[config.mk]
export PLATFORM = sky130hd
export DESIGN_NAME = toggle_poller
export DESIGN_NICKNAME = d
export VERILOG_FILES = /design/src/rtl/tgp_pkg.sv /design/src/rtl/tgp_sync.sv /design/src/rtl/tgp_count.sv /design/src/rtl/toggle_poller.sv
export SDC_FILE = /design/constraint.sdc
export NUM_CORES = 1
export LEC_CHECK = 0
export ABC_CLOCK_PERIOD_IN_PS = 3300
export BUFFER_PORTS_ARGS = -buffer_cell sky130_fd_sc_hd__buf_2
export CAP_MARGIN = 10
export CORE_ASPECT_RATIO = 1.5
export CORE_UTILIZATION = 56
export DETAILED_ROUTE_END_ITERATION = 6
export GPL_TIMING_DRIVEN = 0
export PLACE_DENSITY = 0.8
export SYNTH_ARGS = -nofsm -noshare
export SYNTH_HDL_FRONTEND = slang
export SYNTH_SLANG_ARGS = --single-unit
[constraint.sdc]
create_clock -name clk -period 3.3 [get_ports clk]
set_input_delay 0.33 -clock clk [delete_from_list [all_inputs] [get_ports clk]]
set_output_delay 0.33 -clock clk [all_outputs]
set_load 0.02 [all_outputs]
[src/rtl/tgp_pkg.sv]
package tgp_pkg;

  typedef enum logic [1:0] {
    RES_OK  = 2'd0,
    RES_ERR = 2'd1,
    RES_TMO = 2'd2
  } tgp_res_t;

  typedef enum logic [2:0] {
    S_IDLE,
    S_WAIT_HI,
    S_WAIT_LO,
    S_ITER,
    S_RD_A,
    S_RD_B,
    S_RD_C,
    S_RD_D
  } tgp_state_t;

  // Toggle bit has stopped when it matches between two consecutive reads.
  function automatic logic tog_settled(input logic [63:0] w0, input logic [63:0] w1,
                                       input int tog_bit);
    return w0[tog_bit] == w1[tog_bit];
  endfunction

  function automatic logic fail_seen(input logic [63:0] w, input int err_bit);
    return w[err_bit];
  endfunction

endpackage

[src/rtl/tgp_sync.sv]
module tgp_sync #(
  parameter int STAGES = 2
) (
  input  logic clk,
  input  logic rst_n,
  input  logic d_i,
  output logic q_o
);
  logic [STAGES-1:0] chain;

  generate
    for (genvar g = 0; g < STAGES; g++) begin : g_stage
      if (g == 0) begin : g_first
        always_ff @(posedge clk or negedge rst_n)
          if (!rst_n) chain[0] <= 1'b0;
          else        chain[0] <= d_i;
      end else begin : g_next
        always_ff @(posedge clk or negedge rst_n)
          if (!rst_n) chain[g] <= 1'b0;
          else        chain[g] <= chain[g-1];
      end
    end
  endgenerate

  assign q_o = chain[STAGES-1];
endmodule

[src/rtl/tgp_count.sv]
module tgp_count #(
  parameter int CW = 32
) (
  input  logic          clk,
  input  logic          rst_n,
  input  logic          load_i,
  input  logic          dec_i,
  input  logic [CW-1:0] val_i,
  output logic [CW-1:0] cnt_o,
  output logic          zero_o
);
  logic [CW-1:0] cnt_q;

  always_ff @(posedge clk or negedge rst_n)
    if (!rst_n)       cnt_q <= '0;
    else if (load_i)  cnt_q <= val_i;
    else if (dec_i && cnt_q != '0) cnt_q <= cnt_q - 1'b1;

  assign cnt_o  = cnt_q;
  assign zero_o = (cnt_q == '0);

  // the budget never wraps below zero
  a_r6_no_wrap: assert property (@(posedge clk) disable iff (!rst_n)
    (zero_o && !load_i) |=> zero_o);
endmodule

[src/rtl/toggle_poller.sv]
module toggle_poller
  import tgp_pkg::*;
#(
  parameter int          DW        = 16,
  parameter int          AW        = 24,
  parameter int          CW        = 32,
  parameter int          SYNC_FF   = 2,
  parameter int          TOG_BIT   = 6,
  parameter int          ERR_BIT   = 5,
  parameter logic [AW-1:0] BASE_ADDR = '0
) (
  input  logic          clk,
  input  logic          rst_n,
  input  logic          start_i,
  input  logic [CW-1:0] timeout_i,
  input  logic          rb_i,
  output logic          rd_req_o,
  output logic [AW-1:0] rd_addr_o,
  input  logic          rd_gnt_i,
  input  logic [DW-1:0] rd_data_i,
  output logic          busy_o,
  output logic          done_o,
  output logic [1:0]    result_o
);
  localparam int WPAD = 64 - DW;

  tgp_state_t    st_q, st_nx;
  logic [CW-1:0] tmo_q;
  logic [DW-1:0] hold_q;
  logic          done_q;
  tgp_res_t      res_q;

  logic          rb_s;
  logic          cnt_load, cnt_dec, cnt_zero;
  logic [CW-1:0] cnt_val, cnt_cur;
  logic          grab, fin;
  tgp_res_t      fin_res;

  // Named events for the checks
  logic          rd_fire, pair_eval, pair_same, pair_fail;

  tgp_sync #(.STAGES(SYNC_FF)) u_sync (
    .clk(clk), .rst_n(rst_n), .d_i(rb_i), .q_o(rb_s)
  );

  tgp_count #(.CW(CW)) u_cnt (
    .clk(clk), .rst_n(rst_n), .load_i(cnt_load), .dec_i(cnt_dec),
    .val_i(cnt_val), .cnt_o(cnt_cur), .zero_o(cnt_zero)
  );

  assign rd_req_o  = (st_q == S_RD_A) || (st_q == S_RD_B) ||
                     (st_q == S_RD_C) || (st_q == S_RD_D);
  assign rd_addr_o = BASE_ADDR;
  assign rd_fire   = rd_req_o && rd_gnt_i;
  assign pair_eval = rd_fire && ((st_q == S_RD_B) || (st_q == S_RD_D));
  assign pair_same = tog_settled({{WPAD{1'b0}}, hold_q}, {{WPAD{1'b0}}, rd_data_i}, TOG_BIT);
  assign pair_fail = fail_seen({{WPAD{1'b0}}, hold_q}, ERR_BIT);
  assign cnt_val   = (st_q == S_IDLE) ? timeout_i : tmo_q;

  always_comb begin
    st_nx    = st_q;
    cnt_load = 1'b0;
    cnt_dec  = 1'b0;
    grab     = 1'b0;
    fin      = 1'b0;
    fin_res  = RES_OK;
    unique case (st_q)
      S_IDLE: if (start_i) begin
        cnt_load = 1'b1;
        st_nx    = S_WAIT_HI;
      end
      S_WAIT_HI: if (rb_s && !cnt_zero) cnt_dec = 1'b1;
                 else begin cnt_load = 1'b1; st_nx = S_WAIT_LO; end
      S_WAIT_LO: if (!rb_s && !cnt_zero) cnt_dec = 1'b1;
                 else begin cnt_load = 1'b1; st_nx = S_ITER; end
      S_ITER: if (cnt_zero) begin fin = 1'b1; fin_res = RES_TMO; end
              else begin cnt_dec = 1'b1; st_nx = S_RD_A; end
      S_RD_A: if (rd_gnt_i) begin grab = 1'b1; st_nx = S_RD_B; end
      S_RD_B: if (rd_gnt_i) begin
        if (pair_same) fin = 1'b1;
        else           st_nx = S_RD_C;
      end
      S_RD_C: if (rd_gnt_i) begin grab = 1'b1; st_nx = S_RD_D; end
      S_RD_D: if (rd_gnt_i) begin
        if (pair_same)      fin = 1'b1;
        else if (pair_fail) begin fin = 1'b1; fin_res = RES_ERR; end
        else                st_nx = S_ITER;
      end
      default: st_nx = S_IDLE;
    endcase
    if (fin) st_nx = S_IDLE;
  end

  always_ff @(posedge clk or negedge rst_n)
    if (!rst_n) begin
      st_q   <= S_IDLE;
      tmo_q  <= '0;
      hold_q <= '0;
      done_q <= 1'b0;
      res_q  <= RES_OK;
    end else begin
      st_q   <= st_nx;
      done_q <= fin;
      if (fin) res_q <= fin_res;
      if (grab) hold_q <= rd_data_i;
      if (st_q == S_IDLE && start_i) tmo_q <= timeout_i;
    end

  assign busy_o   = (st_q != S_IDLE);
  assign done_o   = done_q;
  assign result_o = res_q;

  // completion pulse lasts one cycle
  a_r7_done_pulse: assert property (@(posedge clk) disable iff (!rst_n)
    done_o |=> !done_o);
  // only defined codes are reported
  a_r7_code_legal: assert property (@(posedge clk) disable iff (!rst_n)
    done_o |-> (result_o != 2'd3));
  // a pending request is not withdrawn before its grant
  a_r10_req_hold: assert property (@(posedge clk) disable iff (!rst_n)
    (rd_req_o && !rd_gnt_i) |=> rd_req_o);
  // the latched budget is untouched by a start while busy
  a_r8_start_ignored: assert property (@(posedge clk) disable iff (!rst_n)
    (busy_o && start_i) |=> $stable(tmo_q));
  // a matched pair ends the run as success
  a_r4_settled_ok: assert property (@(posedge clk) disable iff (!rst_n)
    (pair_eval && pair_same) |=> (done_o && result_o == RES_OK));
  // an empty budget at an iteration start ends in timeout
  a_r6_timeout: assert property (@(posedge clk) disable iff (!rst_n)
    (st_q == S_ITER && cnt_zero) |=> (done_o && result_o == RES_TMO && !busy_o));
endmodule

==> flow_summary_export.csv, run 1 <==
group,metric,value,unit
outcome,outcome,"finished with violations",
outcome,violations,"DRC",
min_path,whs_endpoint,"u_sync.chain[0]",
power,total_power,0.00471,W
run,maxCapViolCount,0,
layout,post-route-util,0.677,
detailed_routing,drt_iter0_drc,225,
power,power.switching,0.00193,W
timing,worst_slew_pin_slew,0.780,ns
detailed_routing,drc,1,
timing,worst_slack,0.342,ns
power,p_int,0.00278,W
timing,hold_violations,0,
clock_tree,clock_path_buffers,2,
timing,setup_viol,0,
global_route,grt_pass1_wl,16900,um
worst_setup_path,crit_fanout,10,
logic_synthesis,synth_commonest_cells,"dfrtp_1, nand2_1, mux2_2, a21oi_1, buf_4",
timing,fmax,338,MHz
die,die_area,0.00779,mm^2
logic_synthesis,synth_top_area_cell,"dfrtp_1",
power,power_frac_seq,0.367,
timing,fin_crit,2.96,ns
clock_tree,insertion_delay,0.37,ns
die,num_io_pins,82,
worst_setup_path,worst-setup-path-type,"reg2reg",
logic_synthesis,synth-seq-area-share,0.445,
logic_synthesis,synthFlopType,"dfrtp_1",
worst_setup_path,reg2reg_from,"u_cnt.cnt_o[21]",
power,pwr-share-comb,0.444,
timing,slew_headroom,0.480,
timing,rsz0062_at_grt,"no",
logic_synthesis,synth.most_common_cell,"dfrtp_1",
die,rows,38,
placed_design,place_ws,0.208,ns
logic_synthesis,synth_cell_types,55,
die,die_width,72.4,um
timing,slew_viol_final,0,
logic_synthesis,synth_edf_count,0,
min_path,hold_start,"rb_i",
clock_tree,root_buffer,"clkbuf_8",
power,clkPwrFrac,0.189,
timing,timing.setup.tns,0,ns
clock_tree,cts_tree,"done",
placed_design,gp_congestion,0.919,
detailed_routing,dr.pass1.iters,7,
detailed_routing,ant_nets,0,
worst_setup_path,ff2ff_path_depth,8,
min_path,hold_depth,1,
logic_synthesis,syn_area,0.00416,mm^2
die,core,0.00723,mm^2
placed_design,io_buffer_count,43,
logic_synthesis,avgSynthCellArea,9.52,um^2
die,start_util,0.576,
min_path,hold_path.class,"in2reg",
clock_tree,htreeDepth,3,
clock_tree,cts.sinks,74,
layout,final.fill_count,614,
layout,fin_nets,571,
layout,syn_to_final_growth,17.5,%
clock_tree,clk_pin_slew,0.08,ns
power,ir_drop,0.481,mV
clock_tree,post-cts-setup-buffers,0,
timing,skew,0.00930,ns
placed_design,dp_hpwl,7520,um
layout,antenna_cells,0,
power,p_leak,2.13,nW
logic_synthesis,synth.area.top_cells,"dfrtp_1, mux2_2, nand2_1",
logic_synthesis,synth_seq_cells,74,
logic_synthesis,syn-instance-count,437,
detailed_routing,vias,3637,
worst_setup_path,reg2reg_slack,0.34,ns
worst_setup_path,r2r_end,"u_cnt.cnt_o[16]",
worst_setup_path,cp.required,3.56,ns
global_route,grt_pass1_vias,3573,
logic_synthesis,yosysWarnings,0,
logic_synthesis,async_flop_share,1.00,
layout,drive_above_1_share,0.259,
power,power_density,963,mW/mm^2
global_route,overflow,0,
detailed_routing,wl_per_cell,17.0,um
worst_setup_path,cp-start-kind,"flip-flop",
global_route,grt.total_usage,0.292,
worst_setup_path,critPathArrivalTime,3.21,ns
die,dieHeight,108,um
detailed_routing,wl,10500,um
worst_setup_path,crit_path_end_kind,"flip-flop",
global_route,grt_start_max_net_pins,64,
timing,finalCritPeriodShare,0.896,
logic_synthesis,netlist.area_leader.share,0.445,
detailed_routing,avgViaCountPerCell,5.86,
clock_tree,cts_buffers,9,
global_route,grt_antenna_before_repair,0,
power,p_sw_frac,0.409,
timing,holdWs,0.0792,ns
layout make-up:
cell class / count / area, um^2 / share of cell area
sequential: 74 / 1850 / 0.379
multi-input combinational: 330 / 2100 / 0.429
inverter: 7 / 26.3 / 0.00537
buffer: 49 / 280 / 0.0573
tap: 100 / 125 / 0.0256
timing repair buffer: 45 / 255 / 0.0522
clock inverter: 5 / 100 / 0.0205
clock buffer: 11 / 151 / 0.0310
power groups by stage:
stage	sequential [W]	clock (W)	combinational (W)
after floorplan	0.00164	0	0.00153
after global placement	0.00169	0	0.00200
after CTS	0.00171	0.000891	0.00208
final	0.00173	0.000890	0.00209
after global routing	0.00178	0.000920	0.00229
after detailed placement	0.00172	0	0.00207
cells by family after synthesis:
group | count (synthesis) | share of synthesized area
XOR/XNOR | 12 | 0.0253
flip-flops | 74 | 0.445
adder cells (fa/ha/maj) | 2 | 0.00601
AND/OR/NAND/NOR | 164 | 0.198
other | 1 | 0.000901
AO/OA/AOI/OAI | 87 | 0.142
multiplexers | 41 | 0.109
buffers and inverters | 56 | 0.0737
cell usage in the layout, fill, tap and decap left out, drive strengths merged, types with 11 or more instances in the layout:
cell type	n
buf	76
dfrtp	74
nand2	71
mux2	34
clkbuf	28
a21oi	27
conb	24
nor3	15
and3	14
nor2	13
nand3	11
o21ai	11
state kept, by name (all words and copies together) (netlist names):
name and count:
tmo_q 32, u_sync.q_o 1, u_sync.chain 1, result_o 2
hold_q 2, st_q 3, u_cnt.cnt_o 32, done_o 1
repair_timing:
item	in CTS	in global routing
hold buffers	1	0
endpoints found under the hold margin	11	0
endpoints found under the setup margin	0	15
gates resized for setup	0	2
per-layer routing:
metal  wire length (um)  track usage  up-vias
li1                   -            -     1683
met1               4010        0.322     1766
met5                  0            0        -
met3                565       0.0421       38
met4                386        0.165        0
met2               5580        0.523      150
critical path, cell delays in order (launching register included):
cell,delay (ns)
dfrtp_1,0.41
or4_4,0.58
nor4_1,0.31
nor4b_2,0.49
o21a_1,0.22
buf_2,0.25
buf_2,0.30
nand3_1,0.14
o211a_1,0.13
metrics by stage:
| step | area [um^2] | cells |
|---|---|---|
| floorplan | 4250 | 460 |
| global placement | 4590 | 603 |
| detailed placement | 4620 | 604 |
| CTS | 4880 | 621 |
| global route | 4890 | 621 |
| finish | 4890 | 621 |
how the worst max path moves through the flow:
stage	slack, ns	start	cells past startpoint	end
2_1_floorplan	0.64	u_cnt.cnt_o[21]	6	u_cnt.cnt_o[31]
3_3_place_gp	0.30	u_cnt.cnt_o[9]	8	u_cnt.cnt_o[16]
3_5_place_dp	0.21	u_cnt.cnt_o[9]	7	u_cnt.cnt_o[23]
4_1_cts	0.004	st_q[0]	5	busy_o
5_1_grt	0.16	u_cnt.cnt_o[15]	7	result_o[0]
6_report	0.34	u_cnt.cnt_o[21]	8	u_cnt.cnt_o[16]
No activity file was read; power rests on OpenSTA's default activity.
==> inputs of run 2 (changes only) <==
- PLACE_DENSITY: 0.8 -> default
- PLACE_DENSITY_LB_ADDON: default -> 0.1
==> flow_summary_export.csv, run 2 (synthesized netlist as in run 1, its figures left out) <==
group,metric,value,unit
die,die_width,72.4,um
layout,mostFrequentLayoutCells,"dfrtp_1, nand2_1, buf_2",
timing,timing.setup.tns,0,ns
placed_design,place_ws,0.178,ns
detailed_routing,ant_nets,0,
placed_design,dp_hpwl,7500,um
detailed_routing,drt_iter0_drc,213,
worst_setup_path,cp-start-kind,"flip-flop",
power,power_density,921,mW/mm^2
placed_design,io_buffer_count,43,
power,power_frac_seq,0.389,
timing,fmax,335,MHz
power,total_power,0.00441,W
detailed_routing,vias,3563,
power,power.switching,0.00188,W
clock_tree,cts_buffers,9,
worst_setup_path,crit_path_end_kind,"flip-flop",
power,pwr-share-comb,0.474,
timing,hold_violations,0,
timing,slew_headroom,0.485,
detailed_routing,wl_per_cell,16.9,um
global_route,grt_antenna_before_repair,0,
clock_tree,cts_tree,"done",
power,p_int,0.00253,W
layout,syn_to_final_growth,15.2,%
timing,fin_crit,2.98,ns
power,p_sw_frac,0.426,
worst_setup_path,r2r_end,"u_cnt.cnt_o[23]",
clock_tree,clock_path_buffers,2,
placed_design,dp.cells,604,
clock_tree,cts.sinks,74,
worst_setup_path,reg2reg_from,"u_cnt.cnt_o[21]",
clock_tree,post-cts-setup-buffers,0,
die,dieHeight,108,um
detailed_routing,drc,0,
outcome,outcome,"complete, no violations",
clock_tree,htreeDepth,3,
global_route,grt_pass1_vias,3384,
min_path,whs_endpoint,"u_sync.chain[0]",
layout,fin_nets,571,
clock_tree,insertion_delay,0.37,ns
detailed_routing,wl,10500,um
layout,final.fill_count,629,
global_route,grt_start_max_net_pins,47,
timing,setup_viol,0,
worst_setup_path,crit_fanout,10,
detailed_routing,dr_wl_met2,5380,um
timing,worst_slack,0.319,ns
global_route,grt.total_usage,0.294,
timing,rsz0062_at_grt,"no",
detailed_routing,met3WireLength,486,um
die,rows,38,
detailed_routing,top_layer_used,"met4",
worst_setup_path,worst-setup-path-type,"reg2reg",
layout,finalNonFillerCells,619,
worst_setup_path,ff2ff_path_depth,7,
timing,slew_viol_final,0,
placed_design,gp_congestion,0.983,
die,die_area,0.00779,mm^2
min_path,hold_start,"rb_i",
layout,drive_above_1_share,0.249,
power,p_leak,2.08,nW
layout,layout_commonest_cell,"dfrtp_1",
min_path,hold_depth,1,
timing,skew,0.00921,ns
timing,finalCritPeriodShare,0.903,
clock_tree,clk_pin_slew,0.07,ns
timing,worst_slew_pin_slew,0.773,ns
layout,antenna_cells,0,
worst_setup_path,reg2reg_slack,0.32,ns
detailed_routing,avgViaCountPerCell,5.76,
global_route,grt_pass1_wl,16800,um
die,core,0.00723,mm^2
detailed_routing,dr.pass1.iters,5,
run,maxCapViolCount,0,
layout,post-route-util,0.663,
clock_tree,root_buffer,"clkbuf_8",
power,clkPwrFrac,0.137,
min_path,hold_path.class,"in2reg",
die,start_util,0.576,
worst_setup_path,critPathArrivalTime,3.27,ns
global_route,overflow,0,
die,num_io_pins,82,
power,ir_drop,0.466,mV
worst_setup_path,cp.required,3.59,ns
detailed_routing,wl_met1,4340,um
run 2: changes by cell type in the layout (fill, tap and decap cells not counted):
cell,delta
clkbuf_1,+4
bufinv_16,-3
clkinv_2,-2
clkbuf_8,-1
run 2: per-stage QoR:
step / area, um^2 / hold slack [ns]
floorplan: 4250 / 0.0344
global placement: 4590 / 0.339
detailed placement: 4620 / 0.287
CTS: 4780 / 0.0589
global route: 4790 / 0.0621
finish: 4790 / 0.0635
run 2: cell type report:
class,instances,area [um^2],share of cell area
repair buffers,45,255,0.0533
inverters,7,26.3,0.00548
plain buffers,49,280,0.0585
multi-input cells,330,2100,0.438
flip-flops and latches,74,1850,0.387
clock buffers,14,153,0.0319
well taps,100,125,0.0261
run 2: timing repair:
| item | CTS | global route |
|---|---|---|
| endpoints found under the hold margin | 28 | 0 |
| endpoints found under the setup margin | 1 | 32 |
| hold buffers | 1 | 0 |
| resized for setup | 1 | 1 |
run 2: how the worst max path moves through the flow:
stage                                from         endpoint  slack (ns)  cells after the start
after detailed placement   u_cnt.cnt_o[9]  u_cnt.cnt_o[23]        0.18                      7
after global placement     u_cnt.cnt_o[9]  u_cnt.cnt_o[23]        0.20                      7
final                     u_cnt.cnt_o[21]  u_cnt.cnt_o[23]        0.32                      7
after CTS                  u_cnt.cnt_o[9]  u_cnt.cnt_o[23]        0.16                      7
after floorplan           u_cnt.cnt_o[21]  u_cnt.cnt_o[31]        0.64                      6
after global routing      u_cnt.cnt_o[21]  u_cnt.cnt_o[23]        0.09                      7
run 2: layer usage:
metal	vias up	global-route usage
li1	1689	-
met1	1730	0.353
met2	120	0.508
met3	24	0.0637
met4	0	0.113
met5	-	0
run 2: power groups by stage:
stage / registers [W] / logic, W / clock network, W
CTS: 0.00170 / 0.00209 / 0.000612
finish: 0.00172 / 0.00209 / 0.000605
global route: 0.00178 / 0.00230 / 0.000646
floorplan: 0.00164 / 0.00153 / 0
detailed placement: 0.00171 / 0.00208 / 0
global placement: 0.00169 / 0.00201 / 0
run 2: critical path, stage by stage (launching register included):
cell and delay, ns:
dfrtp_1 0.40, or4_4 0.57, nor4_1 0.31, nor4b_2 0.51
o21ai_1 0.40, clkbuf_1 0.36, o21a_1 0.20, a32oi_1 0.14
